$ cat src/rtl/sgs_pkg.sv
package sgs_pkg;

  // Sequencer phases: supply out of tolerance, recovery hold, normal running
  typedef enum logic [1:0] {
    PH_DOWN = 2'd0,
    PH_HOLD = 2'd1,
    PH_UP   = 2'd2
  } phase_e;

  // Comparator flag bundle; bit order used by the synchroniser
  typedef struct packed {
    logic op;  // above operating level
    logic wp;  // above write-protect trip
    logic sw;  // above switchover level
  } lvl_t;

  localparam int LVL_W = $bits(lvl_t);

endpackage

$ cat src/rtl/sgs_flag_sync.sv
module sgs_flag_sync #(
  parameter int WIDTH  = 3,
  parameter int STAGES = 2
) (
  input  logic             clk,
  input  logic             rst,
  input  logic [WIDTH-1:0] d_async,
  output logic [WIDTH-1:0] q_sync
);

  localparam int LAST = STAGES - 1;

  logic [STAGES-1:0][WIDTH-1:0] chain_q;

  // Shift chain; every stage clears to "below level" on reset
  always_ff @(posedge clk) begin
    if (rst) begin
      chain_q <= '0;
    end else begin
      chain_q[0] <= d_async;
      for (int s = 1; s < STAGES; s++) begin
        chain_q[s] <= chain_q[s-1];
      end
    end
  end

  assign q_sync = chain_q[LAST];

endmodule

$ cat src/rtl/sgs_level_order.sv
module sgs_level_order
  import sgs_pkg::*;
(
  input  lvl_t lvl_s,
  output logic sw_ok,
  output logic wp_ok,
  output logic op_ok
);

  // A higher threshold only counts while all lower ones are met
  always_comb begin
    sw_ok = lvl_s.sw;
    wp_ok = lvl_s.wp & sw_ok;
    op_ok = lvl_s.op & wp_ok;
  end

endmodule

$ cat src/rtl/sgs_hold_timer.sv
module sgs_hold_timer
  import sgs_pkg::*;
#(
  parameter int HOLD_TICKS = 200,
  parameter int CNT_W      = 8
) (
  input  logic             clk,
  input  logic             rst,
  input  logic             tick,
  input  logic             in_tol,
  output phase_e           ph_nx,
  output logic [CNT_W-1:0] cnt_q
);

  localparam logic [CNT_W-1:0] CNT_LAST = CNT_W'(HOLD_TICKS - 1);

  phase_e           ph_q;
  logic [CNT_W-1:0] cnt_nx;

  always_comb begin
    ph_nx  = ph_q;
    cnt_nx = cnt_q;
    unique case (ph_q)
      PH_DOWN: begin
        cnt_nx = '0;
        if (in_tol) ph_nx = PH_HOLD;
      end
      PH_HOLD: begin
        if (!in_tol) begin
          // supply loss beats a coinciding final tick
          ph_nx  = PH_DOWN;
          cnt_nx = '0;
        end else if (tick) begin
          if (cnt_q == CNT_LAST) begin
            ph_nx  = PH_UP;
            cnt_nx = '0;
          end else begin
            cnt_nx = cnt_q + 1'b1;
          end
        end
      end
      PH_UP: begin
        cnt_nx = '0;
        if (!in_tol) ph_nx = PH_DOWN;
      end
      default: begin
        ph_nx  = PH_DOWN;
        cnt_nx = '0;
      end
    endcase
  end

  always_ff @(posedge clk) begin
    if (rst) begin
      ph_q  <= PH_DOWN;
      cnt_q <= '0;
    end else begin
      ph_q  <= ph_nx;
      cnt_q <= cnt_nx;
    end
  end

endmodule

$ cat src/rtl/sgs_out_regs.sv
module sgs_out_regs
  import sgs_pkg::*;
(
  input  logic   clk,
  input  logic   rst,
  input  phase_e ph_nx,
  input  logic   sw_ok,
  output logic   rst_pull_en,
  output logic   wr_protect,
  output logic   src_batt,
  output logic   rec_done
);

  // Outputs are flops loaded from the next phase, so they track the
  // sequencer state without a decode stage behind the register
  always_ff @(posedge clk) begin
    if (rst) begin
      rst_pull_en <= 1'b1;
      wr_protect  <= 1'b1;
      src_batt    <= 1'b1;
      rec_done    <= 1'b0;
    end else begin
      rst_pull_en <= (ph_nx != PH_UP);
      wr_protect  <= (ph_nx != PH_UP);
      src_batt    <= ~sw_ok;
      rec_done    <= (ph_nx == PH_UP);
    end
  end

endmodule

$ cat src/rtl/supply_guard_seq.sv
module supply_guard_seq
  import sgs_pkg::*;
#(
  parameter int SYNC_STAGES = 2,
  parameter int HOLD_TICKS  = 200
) (
  input  logic clk,
  input  logic rst,
  input  logic ms_tick,
  input  logic lvl_op_raw,
  input  logic lvl_wp_raw,
  input  logic lvl_sw_raw,
  output logic rst_pull_en,
  output logic wr_protect,
  output logic src_batt,
  output logic rec_done
);

  localparam int CNT_W = (HOLD_TICKS > 1) ? $clog2(HOLD_TICKS) : 1;

  lvl_t             lvl_raw;
  lvl_t             lvl_s;
  logic             lvl_sw;
  logic             lvl_wp;
  logic             lvl_op;
  phase_e           ph_nx;
  logic [CNT_W-1:0] hold_cnt;

  assign lvl_raw = '{op: lvl_op_raw, wp: lvl_wp_raw, sw: lvl_sw_raw};

  sgs_flag_sync #(
    .WIDTH  (LVL_W),
    .STAGES (SYNC_STAGES)
  ) u_sync (
    .clk     (clk),
    .rst     (rst),
    .d_async (lvl_raw),
    .q_sync  (lvl_s)
  );

  sgs_level_order u_order (
    .lvl_s (lvl_s),
    .sw_ok (lvl_sw),
    .wp_ok (lvl_wp),
    .op_ok (lvl_op)
  );

  sgs_hold_timer #(
    .HOLD_TICKS (HOLD_TICKS),
    .CNT_W      (CNT_W)
  ) u_timer (
    .clk    (clk),
    .rst    (rst),
    .tick   (ms_tick),
    .in_tol (lvl_op),
    .ph_nx  (ph_nx),
    .cnt_q  (hold_cnt)
  );

  sgs_out_regs u_out (
    .clk         (clk),
    .rst         (rst),
    .ph_nx       (ph_nx),
    .sw_ok       (lvl_sw),
    .rst_pull_en (rst_pull_en),
    .wr_protect  (wr_protect),
    .src_batt    (src_batt),
    .rec_done    (rec_done)
  );

endmodule

$ cat config.mk
export PLATFORM = sky130hd
export DESIGN_NAME = supply_guard_seq
export DESIGN_NICKNAME = d
export VERILOG_FILES = /design/src/rtl/sgs_pkg.sv /design/src/rtl/sgs_flag_sync.sv /design/src/rtl/sgs_level_order.sv /design/src/rtl/sgs_hold_timer.sv /design/src/rtl/sgs_out_regs.sv /design/src/rtl/supply_guard_seq.sv
export SDC_FILE = /design/constraint.sdc
export NUM_CORES = 1
export LEC_CHECK = 0
export BUFFER_PORTS_ARGS = -buffer_cell sky130_fd_sc_hd__buf_2
export CAP_MARGIN = 10
export CORE_MARGIN = 2
export CORE_UTILIZATION = 58
export DETAILED_ROUTE_END_ITERATION = 8
export GPL_TIMING_DRIVEN = 0
export PLACE_DENSITY = 0.86
export SYNTH_ARGS = -nofsm -noshare
export SYNTH_HDL_FRONTEND = slang
export SYNTH_HIERARCHICAL = 1
export SYNTH_SLANG_ARGS = --single-unit
$ cat constraint.sdc
create_clock -name clk -period 4.1 [get_ports clk]
set_input_delay 0.205 -clock clk [delete_from_list [all_inputs] [get_ports clk]]
set_output_delay 0.205 -clock clk [all_outputs]
set_load 0.005 [all_outputs]
# ---- Word-level counts from Yosys, hierarchy flattened
# Index checks and enable logic that the tools add are counted.
# Widths: inputs -> output; s select.
dict set report classes {
  n_addsub 1
  n_mul 0
  div_mod_pow 0
  magnitude_cmp 0
  eq_ne 5
  shift 0
  n_mux 7
  bitwise 5
  reduce_logical 2
}
# operator count
set op_table {}
lappend op_table {{$mux 2} 5}
lappend op_table {{$add 8x1->8 const B} 1}
lappend op_table {{$eq 8x8->1 const B} 1}
lappend op_table {{$mux 8} 1}
lappend op_table {{$pmux 2 s3} 1}
lappend op_table {{$eq 2x2->1 const B} 2}
lappend op_table {{$not 1->1} 3}
lappend op_table {{$reduce_or 3->1} 1}
lappend op_table {{$and 1x1->1} 2}
lappend op_table {{$eq 2x1->1 const B} 1}
lappend op_table {{$logic_not 2->1} 1}
lappend op_table {{$ne 2x2->1 const B} 1}
dict set report word_totals {
  regBits 19
  latch_bits 0
  mem_bits_rw 0
  mem_bits_ro 0
  in_bits 6
  output_inout_bits 4
  word_cells 27
  mem_count 0
}

# ---- Depth between registers and ports, before layout
dict set report depth {
  word_depth 6
  depth_mapped 5
  mapped_depth_nobuf 5
}

# ---- By module
# The synthesis kept the hierarchy.
# mod instances cells_each area_each_um2 seq_area_each_um2
set modules_own_cells {}
lappend modules_own_cells {sgs_hold_timer 1 54 514.2 200.2}
lappend modules_own_cells {sgs_flag_sync 1 15 180.2 120.1}
lappend modules_own_cells {sgs_out_regs 1 7 90.1 60.1}
lappend modules_own_cells {sgs_level_order 1 3 20.0 0.0}

# ---- Worst setup path before layout
# No wires, ideal clock.
dict set report synth_path {
  path_kind {register to register}
  startpoint {reg u_timer.cnt_q[0]}
  endpoint {reg u_out.wr_protect}
  setup_time_ps 127
  arrival_time_ps 1463
  t_required_ps 3973
  path_slack_ps 2510
  stages_incl_launch_ff 6
  path_buffers 0
  period_less_slack_ps 1590
  cell_sequence {dfxtp_1 > ha_1 > nand3_2 > o41ai_2 > and2_1 > or3b_1}
}
dict set report synth_via {
  elab_chain_len 6
}
# item line_no
set synth_rtl {}
lappend synth_rtl {{start, declared} sgs_hold_timer.sv:12} ;# output logic [CNT_W-1:0] cnt_q
lappend synth_rtl {{start signal, assigned} sgs_hold_timer.sv:59} ;# cnt_q <= cnt_nx;
lappend synth_rtl {{$eq 8x8->1} sgs_hold_timer.sv:34} ;# if (cnt_q == CNT_LAST) begin
lappend synth_rtl {{$mux 2} sgs_hold_timer.sv:34}
lappend synth_rtl {{$mux 2} sgs_hold_timer.sv:33} ;# end else if (tick) begin
lappend synth_rtl {{$mux 2} sgs_hold_timer.sv:29} ;# if (!in_tol) begin
lappend synth_rtl {{$pmux 2 s3} sgs_hold_timer.sv:23} ;# unique case (ph_q)
lappend synth_rtl {{via ph_nx[1]} supply_guard_seq.sv:26} ;# phase_e ph_nx;
lappend synth_rtl {{$ne 2x2->1} sgs_out_regs.sv:24} ;# wr_protect <= (ph_nx != PH_UP);
lappend synth_rtl {{end signal, assigned} sgs_out_regs.sv:24}
lappend synth_rtl {{end, declared} sgs_out_regs.sv:9} ;# output logic wr_protect,
# The timed path passes the listed nets, and every way through them passes these cells.
# A chain may end at the register's enable or synchronous reset.

# ---- Worst setup path in the final report
# Ends and elaborated chain as after synthesis.

==> results.cfg <==
[outcome]
status = finished, final reports clean

[floorplanning]
dieArea_sq_mm = 0.00169
fp.dieW_microns = 41.1
die-height_microns = 41.1
initial_utilization_pct = 61.3
ios = 10
rows = 13
core_area_sq_mm = 0.00130

[clock_network]
cts_hold_buf = 0
cts_resized = 0
clock-sinks = 19
cts_tree = built
cts.clk_slew.worst_paths_ns = 0.11
cts_max_level = 1
cts_setup_buffers = 0
insertion_delay_ns = 0.30
cts_buffers = 3
cts_root_buf = clkbuf_4
clockBufferDepth = 2

[routing]
final_antenna_net_count = 0
wl_per_cell_microns = 10.9
drc = 0
wirelength_microns = 1140
first_pass_iters = 2
drt_iter0_drc = 1
vias_per_cell = 5.12
vias = 538

[yosys]
synth_area_sq_um = 798
syn_nets = 85
avgSynthCellArea_sq_um = 10.2
syn_inst = 78
ys_warn_count = 6

[timing]
period_needed_ns = 1.76
setup_viol = 0
rsz0062_at_grt = no
worst_pin_slew_ns = 0.403
fin_skew_ns = 0.00731
fin_crit_sh_pct = 42.9
fin_tns_setup_ns = 0
max-slew-margin-rel_pct = 73.0
slew_violations = 0
clock.fmax_mhz = 569
hold_violations = 0

[placement]
io_buffers = 8
gp_congestion = 0.713
hpwl_microns = 823

[hold_path]
min_path_type = in2reg
worstHoldStart = lvl_op_raw

[job]
drv_cap = 0

[layout]
num-fill-cells = 106
fin_nets = 98
antenna_cells = 0
drive_gt1_share_pct = 26.7
layout_commonest_cell = dfxtp_1
areaGrowthSynthToFinish_pct = 10.8
layout_common_cells = 19 x dfxtp_1, 9 x buf_2, 7 x nor2b_1, 6 x buf_4

[power_and_ir_drop]
total_power_uw = 293
p_per_area_mw_per_mm2 = 332
seq_power_share_pct = 64.1
pwr-share-comb_pct = 3.5
intPower_uw = 230
p_leak_nw = 0.315
swShare_pct = 21.6
switchingPower_uw = 63.5
clkPwrFrac_pct = 32.5
peakVddDrop_mv = 0.254

[grt]
grt.overflow.total = 0
use_met2_pct = 27.0
grt_pass1_wl_microns = 1790
met3_usage_pct = 4.89
grt_pass1_vias = 441
grt_start_max_net_pins = 12
antenna_found_initial = 0
grt_use_total_pct = 17.1
grt-busiest-layer = met2
grt_use_met1_pct = 19.7

[worst_setup_path]
path_max_fanout = 5
critical_path_class = reg2reg
crit_path_start = u_timer/cnt_q[0]$_SDFFE_PP0P_
cp-start-kind = flop
r2r_slack_ns = 2.34
cp.required_ns = 4.29
crit_arrival_ns = 1.95
r2r_start = u_timer/cnt_q[0]$_SDFFE_PP0P_
cp-end-kind = flop
## worst max-delay path, stage by stage, from the launching register on
cell and delay [ns]:
dfxtp_1 0.38, ha_1 0.23, nand3_2 0.15, o41ai_2 0.37, and2_1 0.18, or3b_1 0.33
## path summary, 6_finish.rpt
check                                  to  depth (start not counted)
min          u_sync/chain_q[2]$_SDFF_PP0_                          2
max           u_out/wr_protect$_SDFF_PP1_                          5
max reg2reg   u_out/wr_protect$_SDFF_PP1_                          5
min reg2reg   u_sync/q_sync[0]$_SDFF_PP0_                          1
## power by group through the flow
stage,Sequential (mW),Combinational [mW],Clock [mW]
floorplan,0.192,0.00637,0
global placement,0.192,0.00970,0
detailed placement,0.192,0.0102,0
CTS,0.188,0.0102,0.0962
global route,0.188,0.0111,0.105
finish,0.188,0.0101,0.0952
## area by class of cell
type / count / area (sq um) / area share (%)
tap: 15 / 18.8 / 2.12
clock buffer: 3 / 22.5 / 2.55
clock inverter: 1 / 5.00 / 0.566
timing repair buffer: 8 / 40.0 / 4.53
multi-input combinational: 52 / 368 / 41.6
buffer: 7 / 50.0 / 5.66
sequential: 19 / 380 / 43.0
## metal layers
metal / wire length (microns) / part of all wire (%)
met2: 525 / 46
met3: 36 / 3.1
met5: 0 / 0
met4: 22 / 1.9
met1: 558 / 49
## state kept, by name (all words and copies together) (netlist names)
register,count
u_out/rec_done,1
u_out/src_batt,1
u_out/wr_protect,1
u_sync/chain_q,3
u_sync/q_sync,3
u_timer/cnt_q,8
u_timer/ph_q,2
## through the flow
stage               utilization, %  instances  area, sq um  worst slack (ns)  hold WS (ns)
detailed placement            65.9        101          857              2.36         0.423
global placement              65.9        101          857              2.41         0.415
finish                        68.0        105          885              2.34         0.119
floorplan                        -         78          798              2.51         0.277
global route                  68.0        105          885              2.24         0.121
CTS                           68.0        105          885              2.35         0.109
No activity file was read; power rests on OpenSTA's default activity.
